[config.mk]
export PLATFORM = sky130hd
export DESIGN_NAME = post_rst_seq
export DESIGN_NICKNAME = d
export VERILOG_FILES = /design/src/rtl/posr_pkg.sv /design/src/rtl/posr_timer.sv /design/src/rtl/posr_phase_dec.sv /design/src/rtl/posr_rom_hs.sv /design/src/rtl/post_rst_seq.sv
export SDC_FILE = /design/constraint.sdc
export NUM_CORES = 1
export LEC_CHECK = 0
export BUFFER_PORTS_ARGS = -buffer_cell sky130_fd_sc_hd__buf_4
export CAP_MARGIN = 40
export CORE_MARGIN = 4
export CORE_UTILIZATION = 45
export CTS_CLUSTER_SIZE = 20
export DETAILED_ROUTE_END_ITERATION = 10
export GPL_TIMING_DRIVEN = 0
export PLACE_DENSITY_LB_ADDON = 0.08
export SYNTH_ARGS = -nofsm -noshare
export SYNTH_HDL_FRONTEND = slang
export SYNTH_HIERARCHICAL = 1
export SYNTH_SLANG_ARGS = --single-unit
[constraint.sdc]
create_clock -name clk -period 6.7 [get_ports clk]
set_input_delay 1.34 -clock clk [delete_from_list [all_inputs] [get_ports clk]]
set_output_delay 1.34 -clock clk [all_outputs]
set_load 0.01 [all_outputs]
[src/rtl/posr_pkg.sv]
`timescale 1ns/1ps
package posr_pkg;
  typedef enum logic [1:0] {PH_IDLE, PH_TEST, PH_DONE} phase_e;
  typedef enum logic [1:0] {HS_OFF, HS_WAIT, HS_FIN} hs_e;

  localparam logic [1:0] STAT_IDLE = 2'b11;
  localparam logic [1:0] STAT_RUN  = 2'b01;
  localparam logic [1:0] STAT_END  = 2'b00;

  function automatic logic [1:0] status_code(input phase_e ph);
    case (ph)
      PH_TEST: status_code = STAT_RUN;
      PH_DONE: status_code = STAT_END;
      default: status_code = STAT_IDLE;
    endcase
  endfunction
endpackage

[src/rtl/posr_timer.sv]
`timescale 1ns/1ps
// Saturating count of edges since system reset release.
module posr_timer #(
  parameter int unsigned LIMIT = 16,
  parameter int unsigned CW    = 5
) (
  input  logic          clk,
  input  logic          run,
  output logic [CW-1:0] cnt_nxt,
  output logic          first,
  output logic          reach
);
  localparam logic [CW-1:0] LIM_V  = CW'(LIMIT);
  localparam logic [CW-1:0] PRE_V  = CW'(LIMIT - 1);

  logic [CW-1:0] cnt;

  always_comb begin
    if (!run)              cnt_nxt = '0;
    else if (cnt == LIM_V) cnt_nxt = cnt;
    else                   cnt_nxt = cnt + 1'b1;
  end

  always_ff @(posedge clk) cnt <= cnt_nxt;

  assign first = run && (cnt == '0);
  assign reach = run && (cnt == PRE_V);
endmodule

[src/rtl/posr_phase_dec.sv]
`timescale 1ns/1ps
// Maps the upcoming count onto the sequence phase and the release point.
module posr_phase_dec
  import posr_pkg::*;
#(
  parameter int unsigned START_CYC = 4,
  parameter int unsigned REL_CYC   = 15,
  parameter int unsigned DONE_CYC  = 16,
  parameter int unsigned CW        = 5
) (
  input  logic          run,
  input  logic [CW-1:0] cnt_nxt,
  output phase_e        phase,
  output logic          rel_hit
);
  localparam logic [CW-1:0] START_V = CW'(START_CYC);
  localparam logic [CW-1:0] REL_V   = CW'(REL_CYC);
  localparam logic [CW-1:0] DONE_V  = CW'(DONE_CYC);

  always_comb begin
    if (!run || cnt_nxt < START_V) phase = PH_IDLE;
    else if (cnt_nxt < DONE_V)     phase = PH_TEST;
    else                           phase = PH_DONE;
  end

  assign rel_hit = run && (cnt_nxt >= REL_V);
endmodule

[src/rtl/posr_rom_hs.sv]
`timescale 1ns/1ps
// Strap latch and ROM loader handshake.
module posr_rom_hs
  import posr_pkg::*;
(
  input  logic clk,
  input  logic run,
  input  logic first,
  input  logic strap_in,
  input  logic reach,
  input  logic load_done,
  output logic strap_q,
  output logic start_q,
  output logic grant
);
  hs_e st;

  always_ff @(posedge clk) begin
    if (!run) begin
      st      <= HS_OFF;
      start_q <= 1'b0;
      strap_q <= 1'b0;
    end else begin
      if (first) strap_q <= strap_in;
      start_q <= 1'b0;
      case (st)
        HS_OFF: if (reach && strap_q) begin
          st      <= HS_WAIT;
          start_q <= 1'b1;
        end
        HS_WAIT: if (load_done) st <= HS_FIN;
        default: ;
      endcase
    end
  end

  // Release condition for the ROM path, valid for the next register update.
  assign grant = (st == HS_FIN) || (st == HS_WAIT && load_done);
endmodule

[src/rtl/post_rst_seq.sv]
`timescale 1ns/1ps
module post_rst_seq
  import posr_pkg::*;
#(
  parameter int unsigned START_CYC = 7,
  parameter int unsigned REL_CYC   = 19721,
  parameter int unsigned DONE_CYC  = 19722
) (
  input  logic       clk,
  input  logic       sys_rst_n,
  input  logic       rom_strap,
  input  logic       rom_load_done,
  output logic       rom_load_start,
  output logic [1:0] test_status,
  output logic       core_rst_n
);
  localparam int unsigned CW = $clog2(DONE_CYC + 1);

  logic [CW-1:0] cnt_nxt;
  logic          first, reach, rel_hit, strap_q, grant;
  phase_e        phase;

  posr_timer #(.LIMIT(DONE_CYC), .CW(CW)) u_timer (
    .clk(clk), .run(sys_rst_n), .cnt_nxt(cnt_nxt), .first(first), .reach(reach)
  );

  posr_phase_dec #(
    .START_CYC(START_CYC), .REL_CYC(REL_CYC), .DONE_CYC(DONE_CYC), .CW(CW)
  ) u_dec (
    .run(sys_rst_n), .cnt_nxt(cnt_nxt), .phase(phase), .rel_hit(rel_hit)
  );

  posr_rom_hs u_hs (
    .clk(clk), .run(sys_rst_n), .first(first), .strap_in(rom_strap),
    .reach(reach), .load_done(rom_load_done), .strap_q(strap_q),
    .start_q(rom_load_start), .grant(grant)
  );

  always_ff @(posedge clk) begin
    if (!sys_rst_n) begin
      test_status <= STAT_IDLE;
      core_rst_n  <= 1'b0;
    end else begin
      test_status <= status_code(phase);
      core_rst_n  <= strap_q ? grant : rel_hit;
    end
  end
endmodule

* Word-level counts from Yosys, hierarchy flattened
Index checks and enable logic that the tools add are counted.
Word-level totals: register bits 22, latch bits 0, RAM bits 0, memory bits (read-only) 0, bits of input ports 4, output and inout bits 4, word-level logic and storage cells 41, memories kept 0
Cells by class: add/subtract/negate cells 1, multipliers 0, div/mod/pow operators 0, $lt $le $gt $ge 3, equal/unequal tests 8, shifts and indexed selects 0, multiplexer cells 10, bitwise operators 0, reductions and logical operators 13
Operator list (number):
- $eq A15 B15 Y1 const B | 2
- $mux W15 | 2
- $add A15 B1 Y15 const B | 1
- $ge A15 B15 Y1 const B | 1
- $logic_not A15 Y1 | 1
- $lt A15 B15 Y1 const B | 1
- $lt A15 B3 Y1 const B | 1
- $mux W2 | 4
- $pmux W2 S2 | 2
- $logic_and A1 B1 Y1 | 5
- $eq A2 B1 Y1 const B | 2
- $eq A2 B2 Y1 const B | 2
- $reduce_and A3 Y1 | 1
- $logic_not A2 Y1 | 1
- $logic_or A1 B1 Y1 | 2
- $mux W1 | 2
- $ne A2 B1 Y1 const B | 1
- $ne A2 B2 Y1 const B | 1
- $reduce_and A2 Y1 | 1
- $reduce_bool A2 Y1 | 1
- $logic_not A1 Y1 | 1

* Logic depth before layout (Yosys ltp)
depth after elaboration 8, mapped depth 12, depth with buffers taken out 12

* Modules after synthesis
The synthesis kept the hierarchy.
Modules (own cells, without submodules):
- posr_timer | instances 1, cells each 103, area each 835.8 sq um, seq. area each 300.3 sq um
- posr_rom_hs | instances 1, cells each 15, area each 158.9 sq um, seq. area each 80.1 sq um
- posr_phase_dec | instances 1, cells each 20, area each 142.6 sq um, seq. area each 0.0 sq um
- post_rst_seq | instances 1, cells each 9, area each 102.6 sq um, seq. area each 60.1 sq um

* Worst setup path before layout
Ideal clock, no wire load.
kind input -> register, start input port sys_rst_n, end register test_status[1], library setup time 0.117 ns, data arrival time 3.161 ns, data required time 6.583 ns, path slack 3.422 ns, stages 9, path buffers 2, path through clkbuf_1 buf_1 nand2_1 mux2i_1 or4_4 o31ai_4 o21ba_1 ha_1 nand2b_1
On the way: cells in the longest elaborated chain, start to end 6, elaborated cells on any way between the ends 10, those cells by class order compare (2); eq/ne (2); mux (4); reduce/logical (2)
RTL lines:
- start: declaration | RTL line post_rst_seq.sv:10 | input logic sys_rst_n,
- $mux W15 (*) | RTL line posr_timer.sv:19 | if (!run) cnt_nxt = '0;
- via cnt_nxt[14] | RTL line post_rst_seq.sv:19 | logic [CW-1:0] cnt_nxt;
- $lt A15 B15 Y1 or $lt A15 B3 Y1 (tied branches) | RTL line posr_phase_dec.sv:22, posr_phase_dec.sv:21
- $mux W2 or $logic_or A1 B1 Y1 (tied branches) | RTL line posr_phase_dec.sv:22, posr_phase_dec.sv:21
- $mux W2 (*) | RTL line posr_phase_dec.sv:21 | if (!run || cnt_nxt < START_V) phase = PH_IDLE;
- via phase[1] | RTL line post_rst_seq.sv:21 | phase_e phase;
- $eq A2 B2 Y1 or $eq A2 B1 Y1 (tied branches) | RTL line posr_pkg.sv:11 | case (ph)
- $pmux W2 S2 (*) | RTL line posr_pkg.sv:11
- end signal: assignment | RTL line post_rst_seq.sv:44 | test_status <= status_code(phase);
- end: declaration | RTL line post_rst_seq.sv:14 | output logic [1:0] test_status,
Mark *: on every way through the listed nets, which the timed path passes. The rest lies on a longest branch. A chain may end at the register's enable or synchronous reset.

* Final worst setup path
Same ends and word-level chain as after synthesis.

==> qor.csv <==
metric;value;unit
final hold vios;0;
Chip Width;60.5;µm
layout cell share with drive strength beyond 1;13.9;%
CP Class;in -> reg;
largest net degree at the start of global routing;13;
final WL;2.58;mm
final std cells w/o fill;188;
Worst setup endpoint;test_status[1]$_SDFF_PN1_;
Port Buffers;7;
antenna-violating nets left;0;
Antenna diodes;0;
max-cap violations;0;
worst r2r src;u_timer/cnt[0]$_DFF_P_;
setup bufs post-CTS;0;
Worst Hold Slack;0.548;ns
maximum vdd drop;0.151;mV
Int Pwr;0.172;mW
CP Data Required Time;6.90;ns
Clock Latency Late Sink;0.30;ns
Layout area overhead;10.2;%
fin. max-slew vios;0;
Initial Util;48.7;%
period utilisation layout;52.9;%
post-synthesis sequential area ratio;35.5;%
final setup fails;0;
CTS tree;yes;
# H-tree levels;1;
syn_nets;156;
Post-synth top cells;dfxtp_1, nand2_1, mux2i_1;
dominant synthesized flop cell;dfxtp_1;
Detailed Routing Iterations Pass 1;4;
Via density;5.83;
Syn Area/Cell;8.43;µm²
proportion of netlist area held by the largest area contributor;35.5;%
gp weighted congestion;0.882;
DP Cell Count;184;
Rows;18;
CTS buffer count;3;
vias in the first global route;993;
FF-to-FF setup slack;3.84;ns
FF-to-FF End;test_status[1]$_SDFF_PN1_;
Crit path arrival time;3.75;ns
Leak;0.487;nW
clk buf depth;2;
Post-Syn Instances;147;
Avg WL per Cell;13.7;µm
Total Routing Usage GR;16.3;%
die height;60.5;µm
CP Launch Type;primary input;
ys async rst share;0;%
via count;1096;
Least-Margin Pin Slew;0.481;ns
quantity of gates resized following cts;0;
initial DRC count;52;
Psw;0.0511;mW
Hold WC Path Type;reg -> reg;
RSZ-0062 raised after global routing;no;
# IOs;8;
sequential power share;60.9;%
grt total ovfl;0;
Setup Skew;0.00673;ns
first-pass GRT wire length;4.50;mm
HPWL after detailed placement;2.00;mm
top cells by area, synth;dfxtp_1, mux2i_1, nand2_1, ha_1, a21oi_1;
post-synth top area cell;dfxtp_1;
Worst-path clk slew;0.12;ns
Root Driver;clkbuf_4;
TritonCTS sink count;22;
DRC viols;0;
Total Power;0.223;mW
post-route setup TNS;0;ns
Max-Slew Margin vs Limit;67.0;%
most frequent cell after synthesis;dfxtp_1;
number of synthesized register bits;22;
logic gate share of total power;6.8;%
post-synthesis cell type count;35;
Post-Synthesis Cell Area;1240;µm²
yosys warns;6;
Placeable Area;2540;µm²
Switching Fraction;22.9;%
outcome;finished clean;
initial antenna violation count;0;
Post-Layout Inst Area;1370;µm²
die area;3660;µm²
Max Freq;282;MHz
CP endpoint kind;register;
Final nets;168;
Post-synth EDFFs;0;
post-route minimum period;3.54;ns
CP Launch Point;sys_rst_n;
power per cell area;163;nW/µm²
clock share of power;32.3;%
Post-CTS Hold Buffers;0;
Max FO, Critical Path;10;
Placed Area;1330;µm²
reg2reg path depth;9;
[per-layer routing]
layer / routed length [µm] / part of all wire, % / vias up / global-route usage, %
li1: - / - / 554 / -
met2: 1300 / 51 / 20 / 28.5
met1: 1140 / 44 / 520 / 19.9
met3: 116 / 4.5 / 2 / 3.83
met5: 0 / 0 / - / 0
met4: 11 / 0.43 / 0 / 4.64
[cells in the final DEF (no fill, tap or decap), types with 2 or more instances in the layout]
master	Yosys	final
a21oi_1	9	9
and3_1	2	2
buf_4	0	7
clkbuf_1	2	2
clkbuf_4	0	3
dfxtp_1	22	22
ha_1	5	5
inv_1	8	8
mux2i_1	10	10
nand2_1	18	18
nand2b_1	6	6
nand3_1	9	9
nand3_2	2	2
nand4_1	5	5
nor2_1	5	5
nor2b_1	4	4
nor3_1	6	6
nor4_1	5	5
o21ai_0	5	5
o31ai_1	3	3
or3_2	2	2
or4_1	3	3
xor2_1	2	2
[cells by family after synthesis]
| group | count (synthesis) | synth area share, % |
|---|---|---|
| adders and majority gates | 5 | 5.05 |
| buffers and inverters | 13 | 4.64 |
| muxes | 10 | 8.07 |
| and+or+nand+nor | 74 | 34.2 |
| DFF | 22 | 35.5 |
| AOI/OAI and AO/OA | 21 | 11.1 |
| xor gates and xnor gates | 2 | 1.41 |
[area by class of cell]
class,count,area [µm²]
fill,249,1180
multi-input combinational,112,742
sequential,22,440
timing repair buffer,7,52.6
tap,30,37.5
clock buffer,4,36.3
inverter,8,30.0
buffer,5,27.5
[metrics by stage]
step	utilization [%]	setup WS, ns
after global placement	52.3	2.84
after CTS	53.7	3.16
final	53.7	3.16
after global routing	53.7	2.93
after floorplan	-	3.42
after detailed placement	52.3	2.79
[flip-flops by register name, summed over array words and instances, names as in the netlist]
register,count
test_status,2
u_hs/start_q,1
u_hs/strap_q,1
core_rst_n,1
u_hs/st,2
u_timer/cnt,15
[power groups by stage]
stage	logic, mW	registers (mW)	clock network [mW]
4_1_cts	0.0154	0.136	0.0750
5_1_grt	0.0176	0.136	0.0812
3_5_place_dp	0.0153	0.139	0
3_3_place_gp	0.0146	0.139	0
6_report	0.0153	0.136	0.0720
2_1_floorplan	0.0103	0.138	0
[worst max-delay path: stages]
cell	delay, ns
buf_4	0.14
clkbuf_1	0.36
buf_1	0.39
nand2_1	0.09
mux2i_1	0.39
nand3_1	0.11
o21ai_0	0.37
o21ba_1	0.20
ha_1	0.21
nand2b_1	0.13
[how the worst min path moves through the flow]
stage / startpoint / end / depth (start not counted)
final: u_hs/st[1]$_SDFFE_PN0P_ / u_hs/st[1]$_SDFFE_PN0P_ / 2
after global routing: u_hs/strap_q$_SDFFE_PN0P_ / u_hs/strap_q$_SDFFE_PN0P_ / 2
after CTS: u_hs/st[1]$_SDFFE_PN0P_ / u_hs/st[1]$_SDFFE_PN0P_ / 2
after detailed placement: u_hs/st[1]$_SDFFE_PN0P_ / u_hs/st[1]$_SDFFE_PN0P_ / 2
after global placement: u_hs/st[1]$_SDFFE_PN0P_ / u_hs/st[1]$_SDFFE_PN0P_ / 2
after floorplan: u_hs/st[1]$_SDFFE_PN0P_ / u_hs/st[1]$_SDFFE_PN0P_ / 2
Note: power is estimated with default switching activity, not from simulation.
